### src/rtl/pguard_pkg.sv
package pguard_pkg;

    typedef enum logic [1:0] {
        ST_IDLE = 2'd0,
        ST_PASS = 2'd1,
        ST_DROP = 2'd2
    } gate_state_e;

    localparam int unsigned CFG_W     = 32;
    localparam int unsigned CFG_AW    = 4;
    localparam int unsigned FLAG_NUM  = 2;
    localparam int unsigned FB_PRIV   = 0;
    localparam int unsigned FB_SEC    = 1;

    localparam logic [CFG_AW-1:0] RA_CTRL    = 4'h0;
    localparam logic [CFG_AW-1:0] RA_PRIV_LO = 4'h1;
    localparam logic [CFG_AW-1:0] RA_PRIV_HI = 4'h2;
    localparam logic [CFG_AW-1:0] RA_SEC_LO  = 4'h3;
    localparam logic [CFG_AW-1:0] RA_SEC_HI  = 4'h4;
    localparam logic [CFG_AW-1:0] RA_FLAG    = 4'h5;
    localparam logic [CFG_AW-1:0] RA_FSET    = 4'h6;
    localparam logic [CFG_AW-1:0] RA_FCLR    = 4'h7;
    localparam logic [CFG_AW-1:0] RA_IEN     = 4'h8;
    localparam logic [CFG_AW-1:0] RA_ISET    = 4'h9;
    localparam logic [CFG_AW-1:0] RA_ICLR    = 4'hA;
    localparam logic [CFG_AW-1:0] RA_PEND    = 4'hB;
    localparam logic [CFG_AW-1:0] RA_FID     = 4'hC;

endpackage

### src/rtl/pguard_rules.sv
module pguard_rules #(
    parameter int unsigned ID_W    = 6,
    parameter int unsigned NPERIPH = 50
) (
    input  logic               enable,
    input  logic [NPERIPH-1:0] priv_attr,
    input  logic [NPERIPH-1:0] sec_attr,
    input  logic [ID_W-1:0]    req_id,
    input  logic               req_priv,
    input  logic               req_sec_path,
    output logic               priv_viol,
    output logic               sec_viol
);

    localparam int unsigned SPAN = 1 << ID_W;

    logic [SPAN-1:0] priv_ext;
    logic [SPAN-1:0] sec_ext;
    logic            need_priv;
    logic            is_secure;

    // IDs beyond the populated range behave as unprotected
    assign priv_ext  = SPAN'(priv_attr);
    assign sec_ext   = SPAN'(sec_attr);
    assign need_priv = priv_ext[req_id];
    assign is_secure = sec_ext[req_id];

    always_comb begin
        priv_viol = enable & need_priv & ~req_priv;
        sec_viol  = enable & (is_secure ^ req_sec_path);
    end

endmodule

### src/rtl/pguard_fsm.sv
module pguard_fsm
    import pguard_pkg::*;
#(
    parameter int unsigned DW    = 32,
    parameter int unsigned ID_W  = 6,
    parameter int unsigned OFS_W = 8
) (
    input  logic             clk,
    input  logic             rst_n,
    input  logic             m_req,
    input  logic             m_write,
    input  logic [ID_W-1:0]  req_id,
    input  logic [OFS_W-1:0] req_ofs,
    input  logic [DW-1:0]    m_wdata,
    input  logic             priv_viol,
    input  logic             sec_viol,
    input  logic [DW-1:0]    s_rdata,
    output logic             m_busy,
    output logic             m_done,
    output logic [DW-1:0]    m_rdata,
    output logic             s_valid,
    output logic             s_write,
    output logic [ID_W-1:0]  s_id,
    output logic [OFS_W-1:0] s_offset,
    output logic [DW-1:0]    s_wdata,
    output logic             hw_priv_fault,
    output logic             hw_sec_fault,
    output logic [ID_W-1:0]  fault_id
);

    gate_state_e state_q, state_d;

    logic             wr_q;
    logic [ID_W-1:0]  id_q;
    logic [OFS_W-1:0] ofs_q;
    logic [DW-1:0]    wdata_q;
    logic             pv_q;
    logic             sv_q;
    logic             accept;

    assign accept = (state_q == ST_IDLE) && m_req;

    // state register
    always_ff @(posedge clk or negedge rst_n) begin
        if (!rst_n) begin
            state_q <= ST_IDLE;
        end else begin
            state_q <= state_d;
        end
    end

    // transitions
    always_comb begin
        state_d = ST_IDLE;
        unique case (state_q)
            ST_IDLE: begin
                if (m_req) begin
                    state_d = (priv_viol || sec_viol) ? ST_DROP : ST_PASS;
                end
            end
            ST_PASS: state_d = ST_IDLE;
            ST_DROP: state_d = ST_IDLE;
            default: state_d = ST_IDLE;
        endcase
    end

    // request capture and verdict, taken on acceptance
    always_ff @(posedge clk or negedge rst_n) begin
        if (!rst_n) begin
            wr_q    <= 1'b0;
            id_q    <= '0;
            ofs_q   <= '0;
            wdata_q <= '0;
            pv_q    <= 1'b0;
            sv_q    <= 1'b0;
        end else if (accept) begin
            wr_q    <= m_write;
            id_q    <= req_id;
            ofs_q   <= req_ofs;
            wdata_q <= m_wdata;
            pv_q    <= priv_viol;
            sv_q    <= sec_viol;
        end
    end

    // outputs
    always_comb begin
        m_busy        = 1'b0;
        m_done        = 1'b0;
        m_rdata       = '0;
        s_valid       = 1'b0;
        s_write       = 1'b0;
        s_id          = '0;
        s_offset      = '0;
        s_wdata       = '0;
        hw_priv_fault = 1'b0;
        hw_sec_fault  = 1'b0;
        unique case (state_q)
            ST_IDLE: begin
            end
            ST_PASS: begin
                m_busy   = 1'b1;
                m_done   = 1'b1;
                s_valid  = 1'b1;
                s_write  = wr_q;
                s_id     = id_q;
                s_offset = ofs_q;
                s_wdata  = wr_q ? wdata_q : '0;
                m_rdata  = wr_q ? '0 : s_rdata;
            end
            ST_DROP: begin
                m_busy        = 1'b1;
                m_done        = 1'b1;
                hw_priv_fault = pv_q;
                hw_sec_fault  = sv_q;
            end
            default: begin
            end
        endcase
    end

    assign fault_id = id_q;

endmodule

### src/rtl/pguard_regs.sv
module pguard_regs
    import pguard_pkg::*;
#(
    parameter int unsigned ID_W    = 6,
    parameter int unsigned NPERIPH = 50
) (
    input  logic                clk,
    input  logic                rst_n,
    input  logic                cfg_we,
    input  logic [CFG_AW-1:0]   cfg_addr,
    input  logic [CFG_W-1:0]    cfg_wdata,
    output logic [CFG_W-1:0]    cfg_rdata,
    input  logic                hw_priv_fault,
    input  logic                hw_sec_fault,
    input  logic [ID_W-1:0]     fault_id_in,
    output logic                en_q,
    output logic [NPERIPH-1:0]  priv_attr,
    output logic [NPERIPH-1:0]  sec_attr,
    output logic [FLAG_NUM-1:0] flag_q,
    output logic [FLAG_NUM-1:0] ien_q,
    output logic [ID_W-1:0]     fault_id_q,
    output logic                irq_priv,
    output logic                irq_sec
);

    localparam int unsigned ATTR_SPAN = 2 * CFG_W;

    logic [FLAG_NUM-1:0] hw_set;
    logic [FLAG_NUM-1:0] sw_set;
    logic [FLAG_NUM-1:0] sw_clr;
    logic [FLAG_NUM-1:0] flag_d;
    logic [ATTR_SPAN-1:0] priv_ext;
    logic [ATTR_SPAN-1:0] sec_ext;

    // one storage bit per peripheral and attribute
    for (genvar g = 0; g < NPERIPH; g++) begin : g_attr
        localparam int unsigned WORD = g / CFG_W;
        localparam int unsigned BITX = g % CFG_W;
        localparam logic [CFG_AW-1:0] PA = (WORD == 0) ? RA_PRIV_LO : RA_PRIV_HI;
        localparam logic [CFG_AW-1:0] SA = (WORD == 0) ? RA_SEC_LO  : RA_SEC_HI;
        logic p_bit;
        logic s_bit;
        always_ff @(posedge clk or negedge rst_n) begin
            if (!rst_n) begin
                p_bit <= 1'b0;
                s_bit <= 1'b0;
            end else if (cfg_we) begin
                if (cfg_addr == PA) p_bit <= cfg_wdata[BITX];
                if (cfg_addr == SA) s_bit <= cfg_wdata[BITX];
            end
        end
        assign priv_attr[g] = p_bit;
        assign sec_attr[g]  = s_bit;
    end

    assign priv_ext = ATTR_SPAN'(priv_attr);
    assign sec_ext  = ATTR_SPAN'(sec_attr);

    always_comb begin
        hw_set = '0;
        hw_set[FB_PRIV] = hw_priv_fault;
        hw_set[FB_SEC]  = hw_sec_fault;
        sw_set = (cfg_we && cfg_addr == RA_FSET) ? cfg_wdata[FLAG_NUM-1:0] : '0;
        sw_clr = (cfg_we && cfg_addr == RA_FCLR) ? cfg_wdata[FLAG_NUM-1:0] : '0;
        // hardware set takes priority over a simultaneous clear
        flag_d = (flag_q & ~sw_clr) | sw_set | hw_set;
    end

    always_ff @(posedge clk or negedge rst_n) begin
        if (!rst_n) begin
            en_q       <= 1'b0;
            flag_q     <= '0;
            ien_q      <= '0;
            fault_id_q <= '0;
        end else begin
            flag_q <= flag_d;
            if (cfg_we && cfg_addr == RA_CTRL) en_q <= cfg_wdata[0];
            if (cfg_we && cfg_addr == RA_ISET) ien_q <= ien_q | cfg_wdata[FLAG_NUM-1:0];
            if (cfg_we && cfg_addr == RA_ICLR) ien_q <= ien_q & ~cfg_wdata[FLAG_NUM-1:0];
            if ((hw_priv_fault || hw_sec_fault) && (flag_q == '0)) begin
                fault_id_q <= fault_id_in;
            end
        end
    end

    always_comb begin
        case (cfg_addr)
            RA_CTRL:    cfg_rdata = CFG_W'(en_q);
            RA_PRIV_LO: cfg_rdata = priv_ext[CFG_W-1:0];
            RA_PRIV_HI: cfg_rdata = priv_ext[ATTR_SPAN-1:CFG_W];
            RA_SEC_LO:  cfg_rdata = sec_ext[CFG_W-1:0];
            RA_SEC_HI:  cfg_rdata = sec_ext[ATTR_SPAN-1:CFG_W];
            RA_FLAG:    cfg_rdata = CFG_W'(flag_q);
            RA_IEN:     cfg_rdata = CFG_W'(ien_q);
            RA_PEND:    cfg_rdata = CFG_W'(flag_q & ien_q);
            RA_FID:     cfg_rdata = CFG_W'(fault_id_q);
            default:    cfg_rdata = '0;
        endcase
    end

    assign irq_priv = flag_q[FB_PRIV] & ien_q[FB_PRIV];
    assign irq_sec  = flag_q[FB_SEC]  & ien_q[FB_SEC];

endmodule

### src/rtl/periph_guard.sv
module periph_guard
    import pguard_pkg::*;
#(
    parameter int unsigned DW      = 32,
    parameter int unsigned ID_W    = 6,
    parameter int unsigned OFS_W   = 8,
    parameter int unsigned NPERIPH = 50,
    localparam int unsigned ADDR_W = 1 + ID_W + OFS_W
) (
    input  logic              clk,
    input  logic              rst_n,
    input  logic              m_req,
    input  logic              m_write,
    input  logic              m_priv,
    input  logic [ADDR_W-1:0] m_addr,
    input  logic [DW-1:0]     m_wdata,
    output logic              m_busy,
    output logic              m_done,
    output logic [DW-1:0]     m_rdata,
    output logic              s_valid,
    output logic              s_write,
    output logic [ID_W-1:0]   s_id,
    output logic [OFS_W-1:0]  s_offset,
    output logic [DW-1:0]     s_wdata,
    input  logic [DW-1:0]     s_rdata,
    input  logic              cfg_we,
    input  logic [CFG_AW-1:0] cfg_addr,
    input  logic [CFG_W-1:0]  cfg_wdata,
    output logic [CFG_W-1:0]  cfg_rdata,
    output logic              irq_priv,
    output logic              irq_sec
);

    logic                req_sec_path;
    logic [ID_W-1:0]     req_id;
    logic [OFS_W-1:0]    req_ofs;
    logic                priv_viol;
    logic                sec_viol;
    logic                en_q;
    logic [NPERIPH-1:0]  priv_attr;
    logic [NPERIPH-1:0]  sec_attr;
    logic [FLAG_NUM-1:0] flag_q;
    logic [FLAG_NUM-1:0] ien_q;
    logic [ID_W-1:0]     fault_id_q;
    logic                hw_priv_fault;
    logic                hw_sec_fault;
    logic [ID_W-1:0]     drop_id;

    assign req_sec_path = m_addr[ADDR_W-1];
    assign req_id       = m_addr[OFS_W +: ID_W];
    assign req_ofs      = m_addr[OFS_W-1:0];

    pguard_rules #(
        .ID_W    (ID_W),
        .NPERIPH (NPERIPH)
    ) u_rules (
        .enable       (en_q),
        .priv_attr    (priv_attr),
        .sec_attr     (sec_attr),
        .req_id       (req_id),
        .req_priv     (m_priv),
        .req_sec_path (req_sec_path),
        .priv_viol    (priv_viol),
        .sec_viol     (sec_viol)
    );

    pguard_fsm #(
        .DW    (DW),
        .ID_W  (ID_W),
        .OFS_W (OFS_W)
    ) u_fsm (
        .clk           (clk),
        .rst_n         (rst_n),
        .m_req         (m_req),
        .m_write       (m_write),
        .req_id        (req_id),
        .req_ofs       (req_ofs),
        .m_wdata       (m_wdata),
        .priv_viol     (priv_viol),
        .sec_viol      (sec_viol),
        .s_rdata       (s_rdata),
        .m_busy        (m_busy),
        .m_done        (m_done),
        .m_rdata       (m_rdata),
        .s_valid       (s_valid),
        .s_write       (s_write),
        .s_id          (s_id),
        .s_offset      (s_offset),
        .s_wdata       (s_wdata),
        .hw_priv_fault (hw_priv_fault),
        .hw_sec_fault  (hw_sec_fault),
        .fault_id      (drop_id)
    );

    pguard_regs #(
        .ID_W    (ID_W),
        .NPERIPH (NPERIPH)
    ) u_regs (
        .clk           (clk),
        .rst_n         (rst_n),
        .cfg_we        (cfg_we),
        .cfg_addr      (cfg_addr),
        .cfg_wdata     (cfg_wdata),
        .cfg_rdata     (cfg_rdata),
        .hw_priv_fault (hw_priv_fault),
        .hw_sec_fault  (hw_sec_fault),
        .fault_id_in   (drop_id),
        .en_q          (en_q),
        .priv_attr     (priv_attr),
        .sec_attr      (sec_attr),
        .flag_q        (flag_q),
        .ien_q         (ien_q),
        .fault_id_q    (fault_id_q),
        .irq_priv      (irq_priv),
        .irq_sec       (irq_sec)
    );

endmodule

### config.mk
export PLATFORM = sky130hd
export DESIGN_NAME = periph_guard
export DESIGN_NICKNAME = d
export VERILOG_FILES = /design/src/rtl/pguard_pkg.sv /design/src/rtl/pguard_rules.sv /design/src/rtl/pguard_fsm.sv /design/src/rtl/pguard_regs.sv /design/src/rtl/periph_guard.sv
export SDC_FILE = /design/constraint.sdc
export NUM_CORES = 1
export LEC_CHECK = 0
export ABC_AREA = 0
export ABC_CLOCK_PERIOD_IN_PS = 2500
export BUFFER_PORTS_ARGS = -buffer_cell sky130_fd_sc_hd__buf_2
export CAP_MARGIN = 20
export CORE_UTILIZATION = 53
export DETAILED_ROUTE_END_ITERATION = 6
export PLACE_DENSITY = 0.83
export SYNTH_ARGS = -nofsm -noshare
export SYNTH_HDL_FRONTEND = slang
export SYNTH_SLANG_ARGS = --single-unit
### constraint.sdc
create_clock -name clk -period 2.5 [get_ports clk]
set_clock_uncertainty 0.2 [all_clocks]
set_input_delay 0.25 -clock clk [delete_from_list [all_inputs] [get_ports clk]]
set_output_delay 0.25 -clock clk [all_outputs]
set_load 0.05 [all_outputs]
After elaboration in Yosys (flattened, before gate mapping)
Cells that the tools add are included.
{"block": "totals", "wordCells": 182, "register_bits": 162, "input_bits": 121}
{"block": "classes", "magnitude_cmp": 1, "eq_ne": 14, "bitwise_logic": 15, "muxes": 23, "reduce_logical": 18}
{"operator": "32-bit case mux with 9 select lines", "count": 1}
{"operator": "32-bit two-way mux", "count": 4}
{"operator": "4-bit equality test (second input constant)", "count": 5}
{"operator": "4-bit by 3-bit equality test with 1-bit output (second input constant)", "count": 4}
{"operator": "2-bit two-way mux", "count": 7}
{"operator": "1-bit binary-select mux with 6-bit select", "count": 2}
{"operator": "4-bit by 2-bit equality test with 1-bit output (second input constant)", "count": 2}
{"operator": "8-bit two-way mux", "count": 1}
{"operator": "2-bit AND reduction", "count": 4}
{"operator": "1-bit logical AND", "count": 7}
{"operator": "6-bit by 7-bit less-than comparator with 1-bit output (second input constant)", "count": 1}
{"operator": "1-bit two-way mux", "count": 7}
{"operator": "2-bit AND", "count": 3}
{"operator": "6-bit two-way mux", "count": 1}
{"operator": "2-bit OR", "count": 3}
{"operator": "1-bit AND", "count": 5}
{"operator": "4-bit by 1-bit equality test with 1-bit output (second input constant)", "count": 1}
{"operator": "2-bit logical NOT", "count": 2}
{"operator": "4-bit logical NOT", "count": 1}
{"operator": "2-bit NOT", "count": 2}
{"operator": "2-bit by 1-bit equality test with 1-bit output (second input constant)", "count": 1}
{"operator": "2-bit equality test (second input constant)", "count": 1}
{"operator": "1-bit logical OR", "count": 2}
{"operator": "2-bit nonzero test", "count": 1}
{"operator": "3 further kinds", "count": 3}

Depth between registers and ports, before layout
{"block": "depth", "word_depth": 8, "mapped_depth": 8, "depth_no_buf": 6}

Modules after synthesis
A second synthesis with hierarchy kept.
{"block": "unflattened", "hier_cells": 763, "area_unflattened_um2": 9372.7}
{"module": "pguard_regs", "n_inst": 1, "area_each_um2": 5879.4, "cells_each": 479}
{"module": "pguard_fsm", "n_inst": 1, "area_each_um2": 2527.4, "cells_each": 208}
{"module": "pguard_rules", "n_inst": 1, "area_each_um2": 965.9, "cells_each": 76}

Worst setup path before layout
No wires, ideal clock.
{"block": "synth_timing", "kind": "input port to output port", "start": "in cfg_addr[1]", "end": "out cfg_rdata[4]", "required_ps": 2050, "t_arrival_ps": 2120, "setup_slack_ps": -70, "cell_stages": 6, "path_cell_list": "buf_1 nor2b_1 a22oi_1 nor2_1 a31oi_1 o21ai_0"}
{"block": "synth_via", "elab_chain_cells": 2, "word_cells_on_any_way": 10}
{"element": "start: declaration", "line_no": "periph_guard.sv:27", "rtl": "input logic [CFG_AW-1:0] cfg_addr,"}
{"element": "4-bit equality test, or another cell as far along", "line_no": "pguard_regs.sv:87", "rtl": "case (cfg_addr)"}
{"element": "32-bit case mux with 9 select lines (*)", "line_no": "pguard_regs.sv:87"}
{"element": "end: declaration", "line_no": "periph_guard.sv:29", "rtl": "output logic [CFG_W-1:0] cfg_rdata,"}
Mark *: on every way between the ends. The rest lies on a longest branch, timed or not.

Final worst setup path
{"block": "layout_timing", "start": "reg u_fsm.state_q[1]", "end": "out s_wdata[6]"}
{"block": "layout_via", "elab_chain_cells": 2}
{"element": "start: declaration", "line_no": "pguard_fsm.sv:31", "rtl": "gate_state_e state_q, state_d;"}
{"element": "start signal: assignment", "line_no": "pguard_fsm.sv:48", "rtl": "state_q <= state_d;"}
{"element": "2-bit by 1-bit equality test with 1-bit output", "line_no": "pguard_fsm.sv:98", "rtl": "unique case (state_q)"}
{"element": "32-bit two-way mux", "line_no": "pguard_fsm.sv:98"}
{"element": "end: declaration", "line_no": "periph_guard.sv:24", "rtl": "output logic [DW-1:0] s_wdata,"}
No other way between the ends.

==> impl_metrics.py <==
metrics = {
    "status": {
        "status": "finished clean",
    },
    "die": {
        "die_h_um": 128,
        "row_count": 45,
        "io_pins": 237,
        "dieWidth_um": 128,
        "dieArea_um2": 16300,
        "core_um2": 15300,
        "start_util": 0.545,
    },
    "logic_synthesis": {
        "synth_seq_cells": 162,
        "ys_async_sr_fraction": 1.00,
        "synth_top_cell_area_share": 0.485,
        "yosys.area.top_type": "dfrtp_1",
        "yosysWarnings": 0,
        "ys_seq_area_frac": 0.485,
        "netlist-cell-type-count": 49,
        "postSynthCellCount": 674,
        "syn_avg_cell_area_um2": 12.4,
        "ys.flop_type": "dfrtp_1",
        "syn-num-nets": 798,
        "synth-edff-count": 0,
        "netlist_area_um2": 8350,
        "synthTopCellsByArea": "dfrtp_1 (49%), mux2_2 (22%), mux4_2 (5.1%)",
    },
    "setup_path": {
        "path_class": "reg2out",
        "r2r_slack_ns": 0.10,
        "cp.required_ns": 2.05,
        "arrival_ns": 1.95,
        "endpoint_kind": "output port",
        "r2r-start": "u_regs.g_attr[17].s_bit",
        "reg2reg_depth": 6,
        "cp-start-kind": "flop",
        "crit_fanout": 39,
        "r2r-end": "u_fsm.sv_q",
    },
    "route": {
        "via_per_inst": 5.90,
        "post-route-drc-count": 0,
        "wirelength_um": 25300,
        "dr.pass1.iters": 6,
        "wl_per_cell_um": 20.9,
        "postRouteAntennaNets": 0,
        "num_vias": 7164,
        "drt_iter0_drc": 695,
    },
    "pwr": {
        "irDropWorstVdd_mv": 0.529,
        "power_density_nw_per_um2": 835,
        "leakage_nw": 5.55,
    },
    "cts": {
        "cts_tree": "done",
        "clk_pin_slew_ns": 0.06,
        "clockBufferDepth": 2,
        "cts_num_sinks": 162,
        "clockRootBuffer": "clkbuf_16",
        "insertion_delay_ns": 0.43,
        "cts_made_buffers": 17,
        "post_cts_buffers": 0,
        "h-tree-depth": 4,
    },
    "timing": {
        "report.final.slew_viol_count": 0,
        "fin_crit_sh": 0.960,
        "worstMarginPinSlew_ns": 0.558,
        "hold_slack_ns": 0.0200,
        "setup-violations-final": 0,
        "relSlewSlack": 0.627,
        "hold_viol_final": 0,
        "fmax_mhz": 417,
        "rsz0062_at_grt": "no",
        "post-route-min-period_ns": 2.40,
        "layout_setup_ws_ns": 0.100,
    },
    "placement": {
        "gp_congestion": 0.875,
        "port_buffers": 236,
        "dp.cells": 1106,
        "pre_cts_ws_ns": -0.0417,
        "place_area_um2": 9950,
        "dp_hpwl_um": 16700,
    },
    "cells_and_area": {
        "instances_no_fill": 1215,
        "final_layout_size_suffix_gt1_frac": 0.485,
        "area_growth_pct": 35.0,
        "layout.nets": 1112,
        "fillers": 1028,
        "stdcell_area_um2": 11300,
        "utilization": 0.736,
    },
    "global_route": {
        "grt_usage": 0.321,
        "grt_max_degree": 52,
        "grt_pass1_vias": 7134,
        "grt_first_pass_wirelength_um": 39400,
        "antenna_found_initial": 3,
        "grt_overflow": 0,
    },
    "worst_hold_path": {
        "hold_depth": 3,
        "min_path_type": "in2reg",
        "hp-start": "cfg_wdata[0]",
    },
    "flow_run": {
        "cap_violations": 0,
    },
}
-- cells in the final DEF (no fill, tap or decap), types with 3 or more instances in the layout --
cell and n:
o21ai_1 9, buf_4 30, clkbuf_1 4, and2_1 51, ha_1 3, a222oi_1 14
nand3_1 7, o21ai_0 5, clkbuf_16 17, a21oi_1 8, a22o_1 15, mux2_2 162
mux2i_1 6, inv_1 4, nand4_1 5, mux4_2 19, and3_1 34, nor2b_1 6
nand2_1 38, inv_6 4, nor3_1 4, diode_2 3, buf_2 235, dlygate4sd3_1 74
a22oi_1 4, mux4_1 3, a41o_1 3, dfrtp_1 162, nor2_1 19, a31oi_1 7
nand2b_1 4, buf_12 6
-- worst max-delay path by stage --
stage,start,end,cells past startpoint
4_1_cts,u_regs.g_attr[17].s_bit,u_fsm.sv_q,6
5_1_grt,cfg_addr[1],cfg_rdata[6],6
3_3_place_gp,m_addr[8],u_fsm.sv_q,8
6_report,u_fsm.state_q[1],s_wdata[6],5
3_5_place_dp,m_addr[8],u_fsm.sv_q,8
2_1_floorplan,cfg_addr[1],cfg_rdata[3],4
-- cell usage after synthesis (3+ instances only) --
cell type,instances
mux2_2,162
nand4_1,5
a31oi_1,7
dfrtp_1,162
nor2_1,19
mux4_2,19
nor4b_1,3
nand2_1,39
nand2b_1,4
o21ai_0,9
buf_1,9
and2_1,51
clkbuf_1,38
a21oi_1,8
inv_1,4
mux2i_1,6
a41o_1,3
a22oi_1,4
nor3_1,4
and3_1,34
nand3_1,7
nor2b_1,6
mux4_1,3
a222oi_1,14
o21ai_1,5
a22o_1,15
ha_1,3
-- state kept, by name, indices dropped and copies added (netlist names), 2 cells and up, named ones only --
register	flops
u_fsm.fault_id	6
u_fsm.state_q	2
u_regs.fault_id_q	6
u_regs.g_attr.s_bit	50
u_fsm.ofs_q	8
u_regs.g_attr.p_bit	50
u_fsm.wdata_q	32
u_regs.flag_q	2
-- layer usage --
| layer | part of all wire | up-vias | track usage | wire [um] |
|---|---|---|---|---|
| met1 | 0.39 | 3568 | 0.399 | 9910 |
| met2 | 0.49 | 384 | 0.525 | 12400 |
| met3 | 0.080 | 79 | 0.0896 | 2030 |
| met5 | 0 | - | 0 | 0 |
| met4 | 0.038 | 0 | 0.144 | 965 |
| li1 | - | 3133 | - | - |
-- logic make-up after synthesis --
| kind of cell | count (synthesis) | share of synthesized area |
|---|---|---|
| mux | 191 | 0.288 |
| simple gates | 180 | 0.118 |
| flops | 162 | 0.485 |
| compound gates | 81 | 0.0755 |
| buf+inv | 56 | 0.0277 |
| fa+ha+maj | 3 | 0.00450 |
| xor+xnor | 1 | 0.00105 |
-- layout make-up --
| class | instances | area [um2] | share of cell area |
|---|---|---|---|
| antenna | 3 | 7.51 | 0.000666 |
| clock buffer | 22 | 454 | 0.0403 |
| clock inverter | 10 | 124 | 0.0110 |
| inverter | 4 | 15.0 | 0.00133 |
| multi-input combinational | 456 | 4070 | 0.361 |
| sequential | 162 | 4050 | 0.359 |
| tap | 211 | 264 | 0.0234 |
| timing repair buffer | 347 | 2280 | 0.203 |
-- per-stage QoR --
step | TNS [ns] | total power, mW
floorplan | 0 | 5.79
global placement | 0 | 6.56
detailed placement | -0.0583 | 6.66
CTS | 0 | 9.33
global route | 0 | 9.78
finish | 0 | 9.42
-- critical path: stages, from the launching register on --
cell     delay (ns)
dfrtp_1        0.40
inv_1          0.08
ha_1           0.18
buf_4          0.32
and3_1         0.20
buf_2          0.33
-- report_power, final --
| part | internal (mW) | switching, mW |
|---|---|---|
| clock | 1.51 | 1.08 |
| sequential | 3.31 | 0.574 |
| combinational | 1.27 | 1.67 |
-- timing repair --
| item | CTS | global route |
|---|---|---|
| endpoints found under the setup margin | 0 | 1 |
| resized for setup | 0 | 1 |
| hold buffers | 74 | 0 |
| endpoints found under the hold margin | 301 | 0 |
Power figures use the tool's default switching activity.
